### config.mk
export PLATFORM = sky130hd
export DESIGN_NAME = wk_event_ctl
export DESIGN_NICKNAME = d
export VERILOG_FILES = /design/src/rtl/wk_pkg.sv /design/src/rtl/wk_rst_sync.sv /design/src/rtl/wk_flag_bank.sv /design/src/rtl/wk_route.sv /design/src/rtl/wk_event_ctl.sv
export SDC_FILE = /design/constraint.sdc
export NUM_CORES = 1
export LEC_CHECK = 0
export CORE_MARGIN = 3
export CORE_UTILIZATION = 27
export DETAILED_ROUTE_END_ITERATION = 8
export GPL_TIMING_DRIVEN = 0
export PLACE_DENSITY_LB_ADDON = 0.3
export SLEW_MARGIN = 20
export SYNTH_ARGS = -nofsm -noshare
export SYNTH_HDL_FRONTEND = slang
export SYNTH_HIERARCHICAL = 1
export SYNTH_SLANG_ARGS = --single-unit
### constraint.sdc
create_clock -name clk -period 1.53 [get_ports clk]
set_input_delay 0.153 -clock clk [delete_from_list [all_inputs] [get_ports clk]]
set_output_delay 0.153 -clock clk [all_outputs]
set_load 0.01 [all_outputs]
### src/rtl/wk_pkg.sv
package wk_pkg;
  localparam int NSRC     = 8;
  localparam int WORD     = 32;
  localparam int FIRST_BE = 23;               // big-endian position of source 0
  localparam int SUM_BE   = FIRST_BE + NSRC;  // big-endian position of summary
  localparam int SUM_IDX  = WORD - 1 - SUM_BE;

  typedef enum int {
    SRC_GPIO = 0, SRC_PCI = 1, SRC_USB = 2, SRC_ETH1 = 3,
    SRC_ETH2 = 4, SRC_TMR = 5, SRC_INT1 = 6, SRC_INT2 = 7
  } wk_src_e;

  // sources that follow the PME-enable routing choice
  localparam logic [NSRC-1:0] SWITCHABLE =
    (NSRC'(1) << SRC_GPIO) | (NSRC'(1) << SRC_USB);

  function automatic int src_idx(input int s);
    return WORD - 1 - (FIRST_BE + s);
  endfunction
endpackage

### src/rtl/wk_rst_sync.sv
module wk_rst_sync #(
  parameter int STAGES = 2
) (
  input  logic clk,
  input  logic arst_n,
  output logic rst_n_sync
);
  logic [STAGES-1:0] chain_q;
  logic [STAGES-1:0] chain_d;

  always_comb chain_d = {chain_q[STAGES-2:0], 1'b1};

  always_ff @(posedge clk or negedge arst_n) begin
    if (!arst_n) chain_q <= '0;
    else         chain_q <= chain_d;
  end

  assign rst_n_sync = chain_q[STAGES-1];
endmodule

### src/rtl/wk_flag_bank.sv
module wk_flag_bank
  import wk_pkg::*;
(
  input  logic            clk,
  input  logic            rst_n,
  input  logic [NSRC-1:0] ev,
  input  logic [NSRC-1:0] mask,
  input  logic [NSRC-1:0] clr_src,
  input  logic            clr_sum,
  output logic [NSRC-1:0] flag_q,
  output logic            sum_q
);
  logic [NSRC-1:0] set_src;
  logic            set_sum;
  logic            sum_d;
  logic            sum_ce;

  assign set_src = ev & mask;
  assign set_sum = |set_src;

  for (genvar i = 0; i < NSRC; i++) begin : g_cell
    logic cell_d;
    logic cell_ce;

    always_comb begin
      cell_ce = set_src[i] | clr_src[i];
      cell_d  = set_src[i];            // set wins over clear
    end

    always_ff @(posedge clk or negedge rst_n) begin
      if (!rst_n)       flag_q[i] <= 1'b0;
      else if (cell_ce) flag_q[i] <= cell_d;
    end

    p_set_wins_r6: assert property (@(posedge clk) disable iff (!rst_n)
      set_src[i] |=> flag_q[i]);
    p_w1c_r5: assert property (@(posedge clk) disable iff (!rst_n)
      (clr_src[i] && !set_src[i]) |=> !flag_q[i]);
    p_hold_r4: assert property (@(posedge clk) disable iff (!rst_n)
      (!set_src[i] && !clr_src[i]) |=> $stable(flag_q[i]));
  end

  always_comb begin
    sum_ce = set_sum | clr_sum;
    sum_d  = set_sum;
  end

  always_ff @(posedge clk or negedge rst_n) begin
    if (!rst_n)      sum_q <= 1'b0;
    else if (sum_ce) sum_q <= sum_d;
  end

  p_summary_r7: assert property (@(posedge clk) disable iff (!rst_n)
    set_sum |=> sum_q);
endmodule

### src/rtl/wk_route.sv
module wk_route
  import wk_pkg::*;
(
  input  logic            clk,
  input  logic            rst_n,
  input  logic [NSRC-1:0] flag_q,
  input  logic            sum_q,
  input  logic            pme_en,
  input  logic            irq_en,
  output logic            core_irq,
  output logic            pme_out
);
  logic [NSRC-1:0] core_route;
  logic [NSRC-1:0] host_route;

  always_comb begin
    core_route = pme_en ? ~SWITCHABLE : '1;
    host_route = pme_en ?  SWITCHABLE : '0;
    core_irq   = irq_en & sum_q & (|(flag_q & core_route));
    pme_out    = |(flag_q & host_route);
  end

  p_irq_gate_r8: assert property (@(posedge clk) disable iff (!rst_n)
    core_irq |-> (irq_en && sum_q));
  p_pme_gate_r9: assert property (@(posedge clk) disable iff (!rst_n)
    pme_out |-> pme_en);
  p_pci_core_only_r9: assert property (@(posedge clk) disable iff (!rst_n)
    (flag_q == (NSRC'(1) << SRC_PCI)) |-> !pme_out);
endmodule

### src/rtl/wk_event_ctl.sv
module wk_event_ctl
  import wk_pkg::*;
(
  input  logic            clk,
  input  logic            rst_n,
  input  logic [NSRC-1:0] wake_ev,
  input  logic [NSRC-1:0] wake_mask,
  input  logic            pme_en,
  input  logic            irq_en,
  input  logic            acc_wr,
  input  logic [WORD-1:0] acc_wdata,
  output logic [WORD-1:0] acc_rdata,
  output logic            core_irq,
  output logic            pme_out
);
  logic            srst_n;
  logic [NSRC-1:0] clr_src;
  logic            clr_sum;
  logic [NSRC-1:0] flag_q;
  logic            sum_q;

  wk_rst_sync #(.STAGES(2)) u_rst (
    .clk(clk), .arst_n(rst_n), .rst_n_sync(srst_n)
  );

  always_comb begin
    for (int i = 0; i < NSRC; i++)
      clr_src[i] = acc_wr & acc_wdata[src_idx(i)];
    clr_sum = acc_wr & acc_wdata[SUM_IDX];
  end

  wk_flag_bank u_bank (
    .clk(clk), .rst_n(srst_n), .ev(wake_ev), .mask(wake_mask),
    .clr_src(clr_src), .clr_sum(clr_sum), .flag_q(flag_q), .sum_q(sum_q)
  );

  wk_route u_route (
    .clk(clk), .rst_n(srst_n), .flag_q(flag_q), .sum_q(sum_q),
    .pme_en(pme_en), .irq_en(irq_en), .core_irq(core_irq), .pme_out(pme_out)
  );

  always_comb begin
    acc_rdata = '0;
    for (int i = 0; i < NSRC; i++)
      acc_rdata[src_idx(i)] = flag_q[i];
    acc_rdata[SUM_IDX] = sum_q;
  end

  p_sticky_r10: assert property (@(posedge clk) disable iff (!srst_n)
    (!acc_wr && acc_rdata[src_idx(SRC_TMR)]) |=> acc_rdata[src_idx(SRC_TMR)]);
endmodule

==> results.yml, run 1 <==
outcome:
  status: "finished, final reports clean"
routing:
  wl_per_cell_um: 9.29
  wirelength_um: 1650
  ant_nets: 0
  remaining_drc_errors: 0
  via_count: 663
  drtIter0Drc: 5
  firstDrtPassIters: 4
  viasPerCell: 3.75
floorplanning:
  die_height_um: 56.7
  start_util: 0.299
  rows: 17
  pin_count: 87
  die_area_um2: 3210
  dieWidth_um: 56.7
  core_um2: 2320
placed_design:
  gp_congestion: 0.775
  portBuffers: 40
  placed_cells: 171
  dpl_cell_area_um2: 1210
  place_hpwl_um: 1450
  place_ws_ns: -0.0909
logic_synthesis:
  ys_top_cells_by_area: "dfrtp_1, buf_4, and2_1, o21ai_0, inv_1"
  seq_area_frac_synth: 0.397
  synth_area_um2: 693
  synth_area_leader_cell: "dfrtp_1"
  synth_warnings: 6
  synth.distinct_cells: 17
  yosysTopAreaCellShare: 0.397
  avgSynthCellArea_um2: 8.56
  synth_cells: 81
  ys_ff_latch: 11
run:
  maxCapViolCount: 0
timing:
  period_share: 0.970
  setup_viol: 0
  final.min_clock_period_ns: 1.48
  skew_ns: 0.00213
  fin_ws_ns: 0.0464
  rsz0062_at_grt: "false"
  tns_ns: 0
  finalHoldViolations: 0
  clock.fmax_mhz: 674
  drv_slew: 0
  timing.hold.ws_ns: 0.0464
worst_setup_path:
  end_kind: "primary output"
  ff2ff_path_depth: 3
  cp-startpoint: "u_bank/flag_q[0]$_DFFE_PN0P_"
  required_ns: 1.38
  r2r-start: "u_bank/sum_q$_DFFE_PN0P_"
  cp_max_fo: 4
  critPathBufInv: 1
  critPathSlowestCell: "clkdlybuf4s50_1"
  crit_arrival_ns: 1.33
  crit_path_cell_trace: "o21a_1 > clkdlybuf4s50_1"
  cp_num_cells: 2
  startpoint_type: "flop"
  ff2ff_setup_slack_ns: 0.57
  r2r-end: "u_bank/sum_q$_DFFE_PN0P_"
  cp_top_family: "buffers and inverters"
  max_stage_delay_ns: 0.47
  cp-endpoint: "pme_out"
  crit_type: "flop to primary output"
clocking:
  cts.sinks: 11
  cts_buffers: 3
  cts_tree: "done"
  clock_path_buffers: 2
  path_clk_slew_ns: 0.06
  cts_hold_buf: 0
  cts-root-buf: "clkbuf_4"
  htreeDepth: 1
  clk_latency_ns: 0.26
global_route:
  grt_max_degree: 10
  track_usage: 0.102
  antenna_found_initial: 0
  globalRouteOverflowTotal: 0
  first_global_vias: 582
  grt_pass1_wl_um: 2550
cells_and_area:
  final_area_um2: 1250
  antenna_cells: 0
  utilization: 0.540
  areaGrowthSynthToFinish_pct: 80.7
  fill_cells: 220
  fin_nets: 203
  stdcell_count: 177
  drive_above_1_share: 0.215
pwr:
  ir_worst_vdd_uv: 504
  leakage_nw: 0.639
  power_density_nw_per_um2: 647
  p_total_mw: 0.810
hold_path:
  hold_path.class: "primary input to async pin"
## registers in the layout, summed over array words and instances (netlist names)
| name | count |
|---|---|
| u_bank/sum_q | 1 |
| u_rst/chain_q | 2 |
| u_bank/flag_q | 8 |
## worst min path at each step
stage / cells after the start / slack [ns] / endpoint
floorplan: 0 / -0.14 / u_rst/chain_q[0]$_DFF_PN0_
global placement: 0 / 0.15 / u_bank/flag_q[6]$_DFFE_PN0P_
detailed placement: 0 / 0.15 / u_bank/flag_q[5]$_DFFE_PN0P_
CTS: 1 / 0.04 / u_rst/chain_q[0]$_DFF_PN0_
global route: 1 / 0.03 / u_rst/chain_q[1]$_DFF_PN0_
finish: 1 / 0.05 / u_rst/chain_q[0]$_DFF_PN0_
## cell type report
cell class / count / area, µm² / share of cell area
repair buffers: 42 / 415 / 0.332
well taps: 28 / 35.0 / 0.0280
plain buffers: 24 / 180 / 0.144
multi-input cells: 60 / 290 / 0.232
inverters: 8 / 30.0 / 0.0240
clock buffers: 4 / 26.3 / 0.0210
flip-flops and latches: 11 / 275 / 0.220
## logic make-up after synthesis
group | after synthesis | synth area share
other | 2 | 0.0108
buffers and inverters | 32 | 0.303
flip-flops | 11 | 0.397
AO/OA/AOI/OAI | 11 | 0.0885
AND/OR/NAND/NOR | 25 | 0.200
## report_power, final
part | total (mW) | internal (mW) | switching, mW
Combinational | 0.280 | 0.180 | 0.0995
Sequential | 0.345 | 0.318 | 0.0262
Clock | 0.186 | 0.101 | 0.0854
Total | 0.810 | 0.599 | 0.211
## layout by cell type, fill, tap and decap left out, types with 2 or more instances in the layout
master and n:
nand2_2 2, o21ai_0 8, buf_4 26, inv_1 8, clkdlybuf4s50_1 39, dfrtp_1 11
clkbuf_4 3, and2_1 9, conb_1 24, nand2_1 8
## worst register-to-register path: stages (launching register included)
cell and delay [ns]:
dfrtp_1 0.39, nand2b_1 0.08, nand3_1 0.07, or3_1 0.30
## metal layers
metal | track usage | vias up | routed length [µm]
met3 | 0.0529 | 0 | 231
met5 | 0 | - | 0
met4 | 0.0203 | 0 | 0
met1 | 0.117 | 281 | 617
met2 | 0.168 | 42 | 795
li1 | - | 340 | -
## Yosys cell counts
library cell,instances
buf_4,24
dfrtp_1,11
and2_1,9
inv_1,8
nand2_1,8
o21ai_0,8
conb_1,2
nand2_2,2
a31oi_1,1
nand2b_1,1
nand3_1,1
nand4_1,1
nor2_1,1
nor4_2,1
o21a_1,1
o21bai_1,1
or3_1,1
## repair_timing
item	CTS	global route
endpoints found under the setup margin	1	1
hold endpoints to repair	0	0
buffers inserted	0	2
pin swaps	1	1
resized for setup	1	1
Power figures use the tool's default switching activity.
==> run 2: changes to the inputs <==
--- a/config.mk
+++ b/config.mk
@@ -9,2 +9,3 @@
 export CORE_UTILIZATION = 27
+export CTS_CLUSTER_SIZE = 20
 export DETAILED_ROUTE_END_ITERATION = 8
--- a/constraint.sdc
+++ b/constraint.sdc
@@ -3,2 +3,2 @@
 set_output_delay 0.153 -clock clk [all_outputs]
-set_load 0.01 [all_outputs]
+set_load 0.005 [all_outputs]
==> run 2 against run 1 <==
  * Setup slack gained 0.016 ns
  * Total power shrank 2.6%
  * Utilization grew 0.27 points
  * Largest power group unchanged
  * Combinational power shrank 7.1%
  * Clock power is essentially flat
  * Maximum frequency grew 1.1%
==> results.yml, run 2 (synthesis gave the netlist of run 1 again) <==
cells_and_area:
  reg.largest.list: "u_bank/flag_q: 8 flops, u_rst/chain_q: 2 flops, u_bank/sum_q: 1 flops"
  layout_commonest_cell: "clkdlybuf4s50_1"
  regArea_um2: 275
  stdcell_count: 178
  fill_cells: 226
  largest_reg_flops: 8
  layout_common_cells: "clkdlybuf4s50_1, buf_4, conb_1, dfrtp_1, and2_1"
  utilization: 0.543
  areaGrowthSynthToFinish_pct: 81.6
  drive_above_1_share: 0.220
  antenna_cells: 0
  fin_nets: 204
  multiInputGateArea_um2: 290
  regMostFlops: "u_bank/flag_q"
timing:
  finalHoldViolations: 0
  final.min_clock_period_ns: 1.47
  period_share: 0.959
  setup_viol: 0
  drv_slew: 0
  skew_ns: 0.00243
  timing.hold.ws_ns: 0.0474
  clock.fmax_mhz: 681
  rsz0062_at_grt: "false"
floorplanning:
  die_height_um: 56.7
  start_util: 0.299
  core_um2: 2320
  dieWidth_um: 56.7
  die_area_um2: 3210
  pin_count: 87
  rows: 17
clocking:
  clk_latency_ns: 0.26
  cts_hold_buf: 0
  cts_buffers: 3
  htreeDepth: 1
  cts-root-buf: "clkbuf_4"
  cts_tree: "done"
  path_clk_slew_ns: 0.06
  clock_path_buffers: 2
  cts.sinks: 11
placed_design:
  place_hpwl_um: 1450
  gp_congestion: 0.775
  placed_cells: 171
  portBuffers: 40
global_route:
  antenna_found_initial: 0
  globalRouteOverflowTotal: 0
  first_global_vias: 594
  track_usage: 0.105
  grt_pass1_wl_um: 2620
  grt_max_degree: 10
worst_setup_path:
  r2r-start: "u_bank/sum_q$_DFFE_PN0P_"
  crit_type: "flop to primary output"
  ff2ff_setup_slack_ns: 0.57
  max_stage_delay_ns: 0.39
  end_kind: "primary output"
  crit_arrival_ns: 1.31
  crit_path_cell_trace: "nor4_2 > a31oi_1 > dlygate4sd2_1"
  critPathSlowestCell: "dfrtp_1"
  r2r-end: "u_bank/sum_q$_DFFE_PN0P_"
  critPathBufInv: 1
  cp_top_family: "flip-flops"
  cp_max_fo: 2
  ff2ff_path_depth: 3
  startpoint_type: "flop"
  required_ns: 1.38
hold_path:
  hold_path.class: "primary input to async pin"
pwr:
  power_density_nw_per_um2: 627
  ir_worst_vdd_uv: 498
  leakage_nw: 0.645
  p_total_mw: 0.789
outcome:
  status: "finished, final reports clean"
routing:
  ant_nets: 0
  wl_per_cell_um: 9.37
  viasPerCell: 3.69
  wirelength_um: 1670
  firstDrtPassIters: 4
  drtIter0Drc: 5
  via_count: 657
  remaining_drc_errors: 0
run:
  maxCapViolCount: 0
run 2: cell types whose count changed in the layout (fill, tap and decap cells not counted):
cell	previous run	this run
buf_4	26	27
clkdlybuf4s15_1	1	0
dlygate4sd2_1	0	1
run 2: worst max path at each step:
| stage | start | to | depth (start not counted) |
|---|---|---|---|
| after floorplan | u_bank/flag_q[7]$_DFFE_PN0P_ | core_irq | 2 |
| after global placement | pme_en | core_irq | 4 |
| after detailed placement | pme_en | core_irq | 4 |
| after CTS | u_bank/flag_q[1]$_DFFE_PN0P_ | core_irq | 3 |
| after global routing | u_bank/flag_q[7]$_DFFE_PN0P_ | core_irq | 3 |
| final | u_bank/flag_q[7]$_DFFE_PN0P_ | core_irq | 3 |
run 2: repair_timing:
action	CTS	global route
pin swaps	1	1
endpoints found under the setup margin	1	1
setup buffers	2	1
resized for setup	1	0
run 2: area by class of cell:
cell class,count,area share
well taps,28,0.0278
inverters,8,0.0239
flip-flops and latches,11,0.219
multi-input cells,60,0.231
plain buffers,24,0.143
repair buffers,43,0.335
clock buffers,4,0.0209
run 2: through the flow:
stage	area [µm²]	worst slack [ns]	setup TNS, ns
2_1_floorplan	776	0.613	0
3_3_place_gp	1210	-0.0269	-0.0379
3_5_place_dp	1210	-0.0556	-0.0599
4_1_cts	1250	0.0401	0
5_1_grt	1260	0.000179	0
6_report	1260	0.0623	0
run 2: per-layer routing:
| layer | vias up | track usage | share of wire |
|---|---|---|---|
| met2 | 44 | 0.175 | 0.50 |
| li1 | 340 | - | - |
| met5 | - | 0 | 0 |
| met3 | 0 | 0.0552 | 0.15 |
| met1 | 273 | 0.118 | 0.35 |
| met4 | 0 | 0.0203 | 0 |
run 2: power breakdown:
part	internal (mW)	leakage (nW)	switching (mW)
Clock	0.101	0.0150	0.0846
Sequential	0.318	0.122	0.0253
Combinational	0.182	0.507	0.0783
Total	0.601	0.645	0.188
